### config.mk
export PLATFORM = sky130hd
export DESIGN_NAME = sha1_iter_core
export DESIGN_NICKNAME = d
export VERILOG_FILES = /design/src/rtl/sha1_pkg.sv /design/src/rtl/sha1_round.sv /design/src/rtl/sha1_round_chain.sv /design/src/rtl/sha1_fold.sv /design/src/rtl/sha1_ctrl.sv /design/src/rtl/sha1_iter_core.sv
export SDC_FILE = /design/constraint.sdc
export NUM_CORES = 2
export LEC_CHECK = 0
export BUFFER_PORTS_ARGS = -buffer_cell sky130_fd_sc_hd__buf_2
export CAP_MARGIN = 20
export CORE_ASPECT_RATIO = 1.25
export CORE_MARGIN = 10
export CORE_UTILIZATION = 49
export DETAILED_ROUTE_END_ITERATION = 10
export PLACE_DENSITY = 0.69
export SYNTH_ARGS = -nofsm -noshare
export SYNTH_HDL_FRONTEND = slang
export SYNTH_HIERARCHICAL = 1
export SYNTH_SLANG_ARGS = --single-unit
### constraint.sdc
create_clock -name clk -period 8.01 [get_ports clk]
set_input_delay 1.602 -clock clk [delete_from_list [all_inputs] [get_ports clk]]
set_output_delay 1.602 -clock clk [all_outputs]
set_load 0.02 [all_outputs]
### src/rtl/sha1_pkg.sv
`timescale 1ns/1ps
package sha1_pkg;
   localparam int WORD_W = 32;
   localparam int ROUNDS = 80;
   localparam int IDX_W  = 7;
   localparam int SCHED_N = 16;
   localparam int STAGE_LEN = 20;

   typedef logic [WORD_W-1:0] word_t;
   typedef logic [IDX_W-1:0]  ridx_t;

   typedef struct packed {
      word_t a;
      word_t b;
      word_t c;
      word_t d;
      word_t e;
   } state_t;

   typedef word_t [SCHED_N-1:0] sched_t;

   localparam state_t IV = '{a: 32'h67452301, b: 32'hEFCDAB89, c: 32'h98BADCFE,
                             d: 32'h10325476, e: 32'hC3D2E1F0};

   function automatic word_t rotl(input word_t x, input int n);
      return (x << n) | (x >> (WORD_W - n));
   endfunction

   function automatic word_t round_mix(input ridx_t t, input word_t b, input word_t c,
                                       input word_t d);
      if (t < ridx_t'(STAGE_LEN))
         return (b & c) | (~b & d);
      else if (t < ridx_t'(2*STAGE_LEN))
         return b ^ c ^ d;
      else if (t < ridx_t'(3*STAGE_LEN))
         return (b & c) | (b & d) | (c & d);
      else
         return b ^ c ^ d;
   endfunction

   function automatic word_t round_const(input ridx_t t);
      if (t < ridx_t'(STAGE_LEN))        return 32'h5A827999;
      else if (t < ridx_t'(2*STAGE_LEN)) return 32'h6ED9EBA1;
      else if (t < ridx_t'(3*STAGE_LEN)) return 32'h8F1BBCDC;
      else                               return 32'hCA62C1D6;
   endfunction
endpackage

### src/rtl/sha1_round.sv
`timescale 1ns/1ps
module sha1_round
   import sha1_pkg::*;
(
   input  ridx_t  t_idx,
   input  state_t s_in,
   input  sched_t w_in,
   output state_t s_out,
   output sched_t w_out
);
   word_t mix_w;
   word_t sum_w;
   word_t next_w;

   always_comb begin
      mix_w = round_mix(t_idx, s_in.b, s_in.c, s_in.d);
      sum_w = rotl(s_in.a, 5) + mix_w + s_in.e + round_const(t_idx) + w_in[0];
      s_out = '{a: sum_w, b: s_in.a, c: rotl(s_in.b, 30), d: s_in.c, e: s_in.d};
   end

   always_comb begin
      next_w = rotl(w_in[13] ^ w_in[8] ^ w_in[2] ^ w_in[0], 1);
      for (int i = 0; i < SCHED_N - 1; i++)
         w_out[i] = w_in[i+1];
      w_out[SCHED_N-1] = next_w;
   end
endmodule

### src/rtl/sha1_round_chain.sv
`timescale 1ns/1ps
module sha1_round_chain
   import sha1_pkg::*;
#(
   parameter int RPC = 1
)(
   input  ridx_t  t_base,
   input  state_t s_in,
   input  sched_t w_in,
   output state_t s_out,
   output sched_t w_out
);
   state_t st_w [RPC+1];
   sched_t sc_w [RPC+1];

   assign st_w[0] = s_in;
   assign sc_w[0] = w_in;

   for (genvar k = 0; k < RPC; k++) begin : g_rnd
      localparam ridx_t OFF = ridx_t'(k);
      sha1_round u_round (
         .t_idx (t_base + OFF),
         .s_in  (st_w[k]),
         .w_in  (sc_w[k]),
         .s_out (st_w[k+1]),
         .w_out (sc_w[k+1])
      );
   end

   assign s_out = st_w[RPC];
   assign w_out = sc_w[RPC];
endmodule

### src/rtl/sha1_fold.sv
`timescale 1ns/1ps
module sha1_fold
   import sha1_pkg::*;
#(
   parameter int FB_REG = 0
)(
   input  logic   clk,
   input  logic   rst_n,
   input  logic   cap_en,
   input  state_t h_in,
   input  state_t w_in,
   output state_t sum_out
);
   state_t sum_c;

   always_comb begin
      sum_c.a = h_in.a + w_in.a;
      sum_c.b = h_in.b + w_in.b;
      sum_c.c = h_in.c + w_in.c;
      sum_c.d = h_in.d + w_in.d;
      sum_c.e = h_in.e + w_in.e;
   end

   if (FB_REG != 0) begin : g_staged
      state_t t_q;
      always_ff @(posedge clk or negedge rst_n) begin
         if (!rst_n)      t_q <= '0;
         else if (cap_en) t_q <= sum_c;
      end
      assign sum_out = t_q;
   end else begin : g_direct
      logic unused_fold;
      assign unused_fold = ^{clk, rst_n, cap_en};
      assign sum_out = sum_c;
   end
endmodule

### src/rtl/sha1_ctrl.sv
`timescale 1ns/1ps
module sha1_ctrl
   import sha1_pkg::*;
#(
   parameter int RPC = 1,
   parameter int FB  = 0
)(
   input  logic  clk,
   input  logic  rst_n,
   input  logic  start,
   output logic  busy,
   output logic  accept,
   output logic  advance,
   output logic  fold_cap,
   output logic  commit,
   output logic  done,
   output ridx_t rnd_idx
);
   localparam ridx_t STEP     = ridx_t'(RPC);
   localparam ridx_t LAST_IDX = ridx_t'(ROUNDS - RPC);

   typedef enum logic [1:0] {C_IDLE, C_ROUND, C_FOLD, C_COPY} cst_e;

   cst_e  st_q;
   ridx_t rnd_q;
   logic  done_q;

   assign busy     = (st_q != C_IDLE);
   assign accept   = (st_q == C_IDLE) && start;
   assign advance  = (st_q == C_ROUND);
   assign fold_cap = (st_q == C_FOLD);
   assign commit   = (FB != 0) ? (st_q == C_COPY) : (st_q == C_FOLD);
   assign done     = done_q;
   assign rnd_idx  = rnd_q;

   always_ff @(posedge clk or negedge rst_n) begin
      if (!rst_n) begin
         st_q   <= C_IDLE;
         rnd_q  <= '0;
         done_q <= 1'b0;
      end else begin
         done_q <= commit;
         case (st_q)
            C_IDLE: if (start) begin
               rnd_q <= '0;
               st_q  <= C_ROUND;
            end
            C_ROUND: begin
               rnd_q <= rnd_q + STEP;
               if (rnd_q == LAST_IDX) st_q <= C_FOLD;
            end
            C_FOLD:  st_q <= (FB != 0) ? C_COPY : C_IDLE;
            C_COPY:  st_q <= C_IDLE;
            default: st_q <= C_IDLE;
         endcase
      end
   end
endmodule

### src/rtl/sha1_iter_core.sv
`timescale 1ns/1ps
module sha1_iter_core
   import sha1_pkg::*;
#(
   parameter int ROUNDS_PER_CYCLE = 1,
   parameter int FEEDBACK_REG     = 0
)(
   input  logic         clk,
   input  logic         rst_n,
   input  logic         start,
   input  logic         use_iv,
   input  logic [511:0] block,
   output logic         busy,
   output logic         done,
   output logic [159:0] digest
);
   localparam int BLK_W = SCHED_N * WORD_W;

   if (ROUNDS_PER_CYCLE < 1 || (ROUNDS % ROUNDS_PER_CYCLE) != 0) begin : g_bad_rpc
      $error("ROUNDS_PER_CYCLE must divide the round count");
   end
   if (FEEDBACK_REG != 0 && FEEDBACK_REG != 1) begin : g_bad_fb
      $error("FEEDBACK_REG must be 0 or 1");
   end

   logic   accept, advance, fold_cap, commit;
   ridx_t  rnd_idx;
   state_t hash_q, work_q, base_c, work_nx, sum_w;
   sched_t sched_q, sched_ld, sched_nx;

   sha1_ctrl #(.RPC(ROUNDS_PER_CYCLE), .FB(FEEDBACK_REG)) u_ctrl (
      .clk      (clk),
      .rst_n    (rst_n),
      .start    (start),
      .busy     (busy),
      .accept   (accept),
      .advance  (advance),
      .fold_cap (fold_cap),
      .commit   (commit),
      .done     (done),
      .rnd_idx  (rnd_idx)
   );

   sha1_round_chain #(.RPC(ROUNDS_PER_CYCLE)) u_chain (
      .t_base (rnd_idx),
      .s_in   (work_q),
      .w_in   (sched_q),
      .s_out  (work_nx),
      .w_out  (sched_nx)
   );

   sha1_fold #(.FB_REG(FEEDBACK_REG)) u_fold (
      .clk     (clk),
      .rst_n   (rst_n),
      .cap_en  (fold_cap),
      .h_in    (hash_q),
      .w_in    (work_q),
      .sum_out (sum_w)
   );

   always_comb begin
      base_c = use_iv ? IV : hash_q;
      for (int i = 0; i < SCHED_N; i++)
         sched_ld[i] = block[BLK_W-1-WORD_W*i -: WORD_W];
   end

   always_ff @(posedge clk or negedge rst_n) begin
      if (!rst_n) begin
         hash_q  <= '0;
         work_q  <= '0;
         sched_q <= '0;
      end else if (accept) begin
         hash_q  <= base_c;
         work_q  <= base_c;
         sched_q <= sched_ld;
      end else begin
         if (advance) begin
            work_q  <= work_nx;
            sched_q <= sched_nx;
         end
         if (commit) hash_q <= sum_w;
      end
   end

   assign digest = hash_q;
endmodule

==> impl_metrics.ini <==
[global_route]
antenna_found_initial = 11
grt_usage = 0.2991
grt_pass1_vias = 43710
grt_pass1_wl_mm = 294.5
grt_max_degree = 230
overflow = 0

[critical_path]
cpPeakStageDelay_ns = 0.60
worstSetupPathType = register to register
r2r_start = u_ctrl/rnd_idx[3]
required_ns = 8.57
reg2reg_slack_ns = 1.44
crit_top_cell = fa_1
path_buf_inv = 4
cp_top_family = compound AO/OA/AOI/OAI gates
ff2ff_path_depth = 21
cp-start-kind = register
crit_chain = and3_1 > a21oi_2 > inv_1 > o2bb2ai_2 > buf_4 > inv_2 > a221oi_1 > fa_1 > fa_1 > fa_1 > inv_1 > ha_1 > o21ai_0 > o21a_1 > nor3_1 > nor4_2 > o31ai_1 > a31oi_1 > xnor2_1 > mux2_4 > o22a_1
arrival_ns = 7.13
reg2reg_to = work_q[158]
cp_slowest_cell = o31ai_1
cp_max_fo = 18
end_kind = register

[worst_hold_path]
min_to = u_ctrl/rnd_idx[0]
hp-class = register to register
hp-start = u_ctrl/rnd_idx[0]
whs_path_depth = 1

[cells_and_area]
drive_above_1_share = 0.1877
final_nets = 6561
syn_to_final_growth_pct = 3.709
finalNonFillerCells = 7378

[floorplan]
core_area_sq_mm = 0.1180
die_h_um = 404.9
num_io_pins = 678
std_cell_rows = 141
start_util = 0.4922
die_w_um = 328.0
dieArea_sq_mm = 0.1328

[timing]
max_freq_ghz = 0.1523
period_minus_slack_ns = 6.568
skew_ns = 0.06013
finalMaxSlewViolations = 0
slew_headroom = 0.2032
fin_crit_sh = 0.8200
grt_setup_unrepaired = no
worst_pin_slew_ns = 1.195
setup_violations = 0
setup_tns_ns = 0
hold_viol = 0
setup_ws_ns = 1.442

[routing]
post_drt_wl_per_cell_um = 27.50
ant_nets = 0
drt-pass1-iter-count = 5
via_per_inst = 5.828
finalWirelength_mm = 202.9
drtIter0Drc = 3960
drc = 0
vias = 43000

[clock_tree]
cts_resized = 0
clk_latency_ns = 0.73
cts_root_buf = clkbuf_16
postCtsSetupBuffers = 0
hold_buffers = 0
htreeDepth = 3
cts_buffers = 90
cts.clk_slew.worst_paths_ns = 0.07
cts_tree = done
clockBufferDepth = 3
numClockSinks = 842

[placed_design]
port_buffers = 677
place_ws_ns = 1.610
dp_cells = 7208
gp_congestion = 0.9664
dp_hpwl_mm = 157.9

[logic_synthesis]
netlist_area_sq_mm = 0.05809
avgSynthCellArea_sq_um = 9.979
syn-instance-count = 5821
yosys_warnings = 6
syn_nets = 6655

[outcome]
status = finished, final reports clean

[run]
maxCapViolCount = 0
## registers in the layout (all words and copies together), names as in the netlist
name	count
u_ctrl/done	1
digest	160
u_ctrl/st_q	2
work_q	160
sched_q	512
u_ctrl/rnd_idx	7
## layer usage
layer,share of wire,global-route usage,routed length (um),up-vias
met4,0.066,0.1767,13470,6
met5,0.00017,0,34,-
met2,0.49,0.5086,99520,1752
met3,0.066,0.05637,13300,422
met1,0.38,0.3491,76560,21300
li1,-,-,-,19520
## area by class of cell
class,instances,area (sq um)
clock buffer,127,2653
fill,10850,57780
clock inverter,39,470.5
inverter,239,912.1
antenna,4,10.01
timing repair buffer,727,3901
tap,1573,1968
multi-input combinational,3827,29260
sequential,842,21070
## placed cells by master (no fill, tap or decap), drive strengths merged, types with 77 or more instances in the layout
cell type    n
xnor2      185
fa         125
nor2       120
mux2i      711
inv        242
nand2      623
buf        727
nand3b      77
o21ai      762
clkbuf     127
mux2       160
o22a       160
a21oi      176
ha         193
a21o       102
dfrtp      842
## through the flow
stage,area [sq um],util,hold slack [ns]
after global routing,60240,0.5104,0.5676
after global placement,57110,0.4839,0.5183
final,60240,0.5104,0.5380
after CTS,60230,0.5103,0.5382
after detailed placement,57110,0.4839,0.5282
after floorplan,58090,-,0.4864
## worst register-to-register path, cell delays in order (launching register included)
cell,delay [ns]
dfrtp_1,0.46
and3_1,0.26
a21oi_2,0.34
inv_1,0.17
o2bb2ai_2,0.14
buf_4,0.29
inv_2,0.24
a221oi_1,0.40
fa_1,0.51
fa_1,0.48
fa_1,0.49
inv_1,0.05
ha_1,0.34
o21ai_0,0.14
o21a_1,0.23
nor3_1,0.37
nor4_2,0.13
o31ai_1,0.60
a31oi_1,0.20
xnor2_1,0.16
mux2_4,0.25
o22a_1,0.17
## worst max-delay path by stage
stage,from,endpoint,slack [ns],depth (start not counted)
floorplan,u_ctrl/rnd_idx[3],work_q[157],2.41,21
global placement,u_ctrl/rnd_idx[3],work_q[157],1.74,23
detailed placement,u_ctrl/rnd_idx[3],work_q[158],1.61,21
CTS,u_ctrl/rnd_idx[3],work_q[158],1.54,21
global route,u_ctrl/rnd_idx[3],work_q[158],1.03,21
finish,u_ctrl/rnd_idx[3],work_q[158],1.44,21
Power is left out: the tool's default activity adds up to more than one toggle a clock period on the data nets, which glitch-free logic cannot reach.
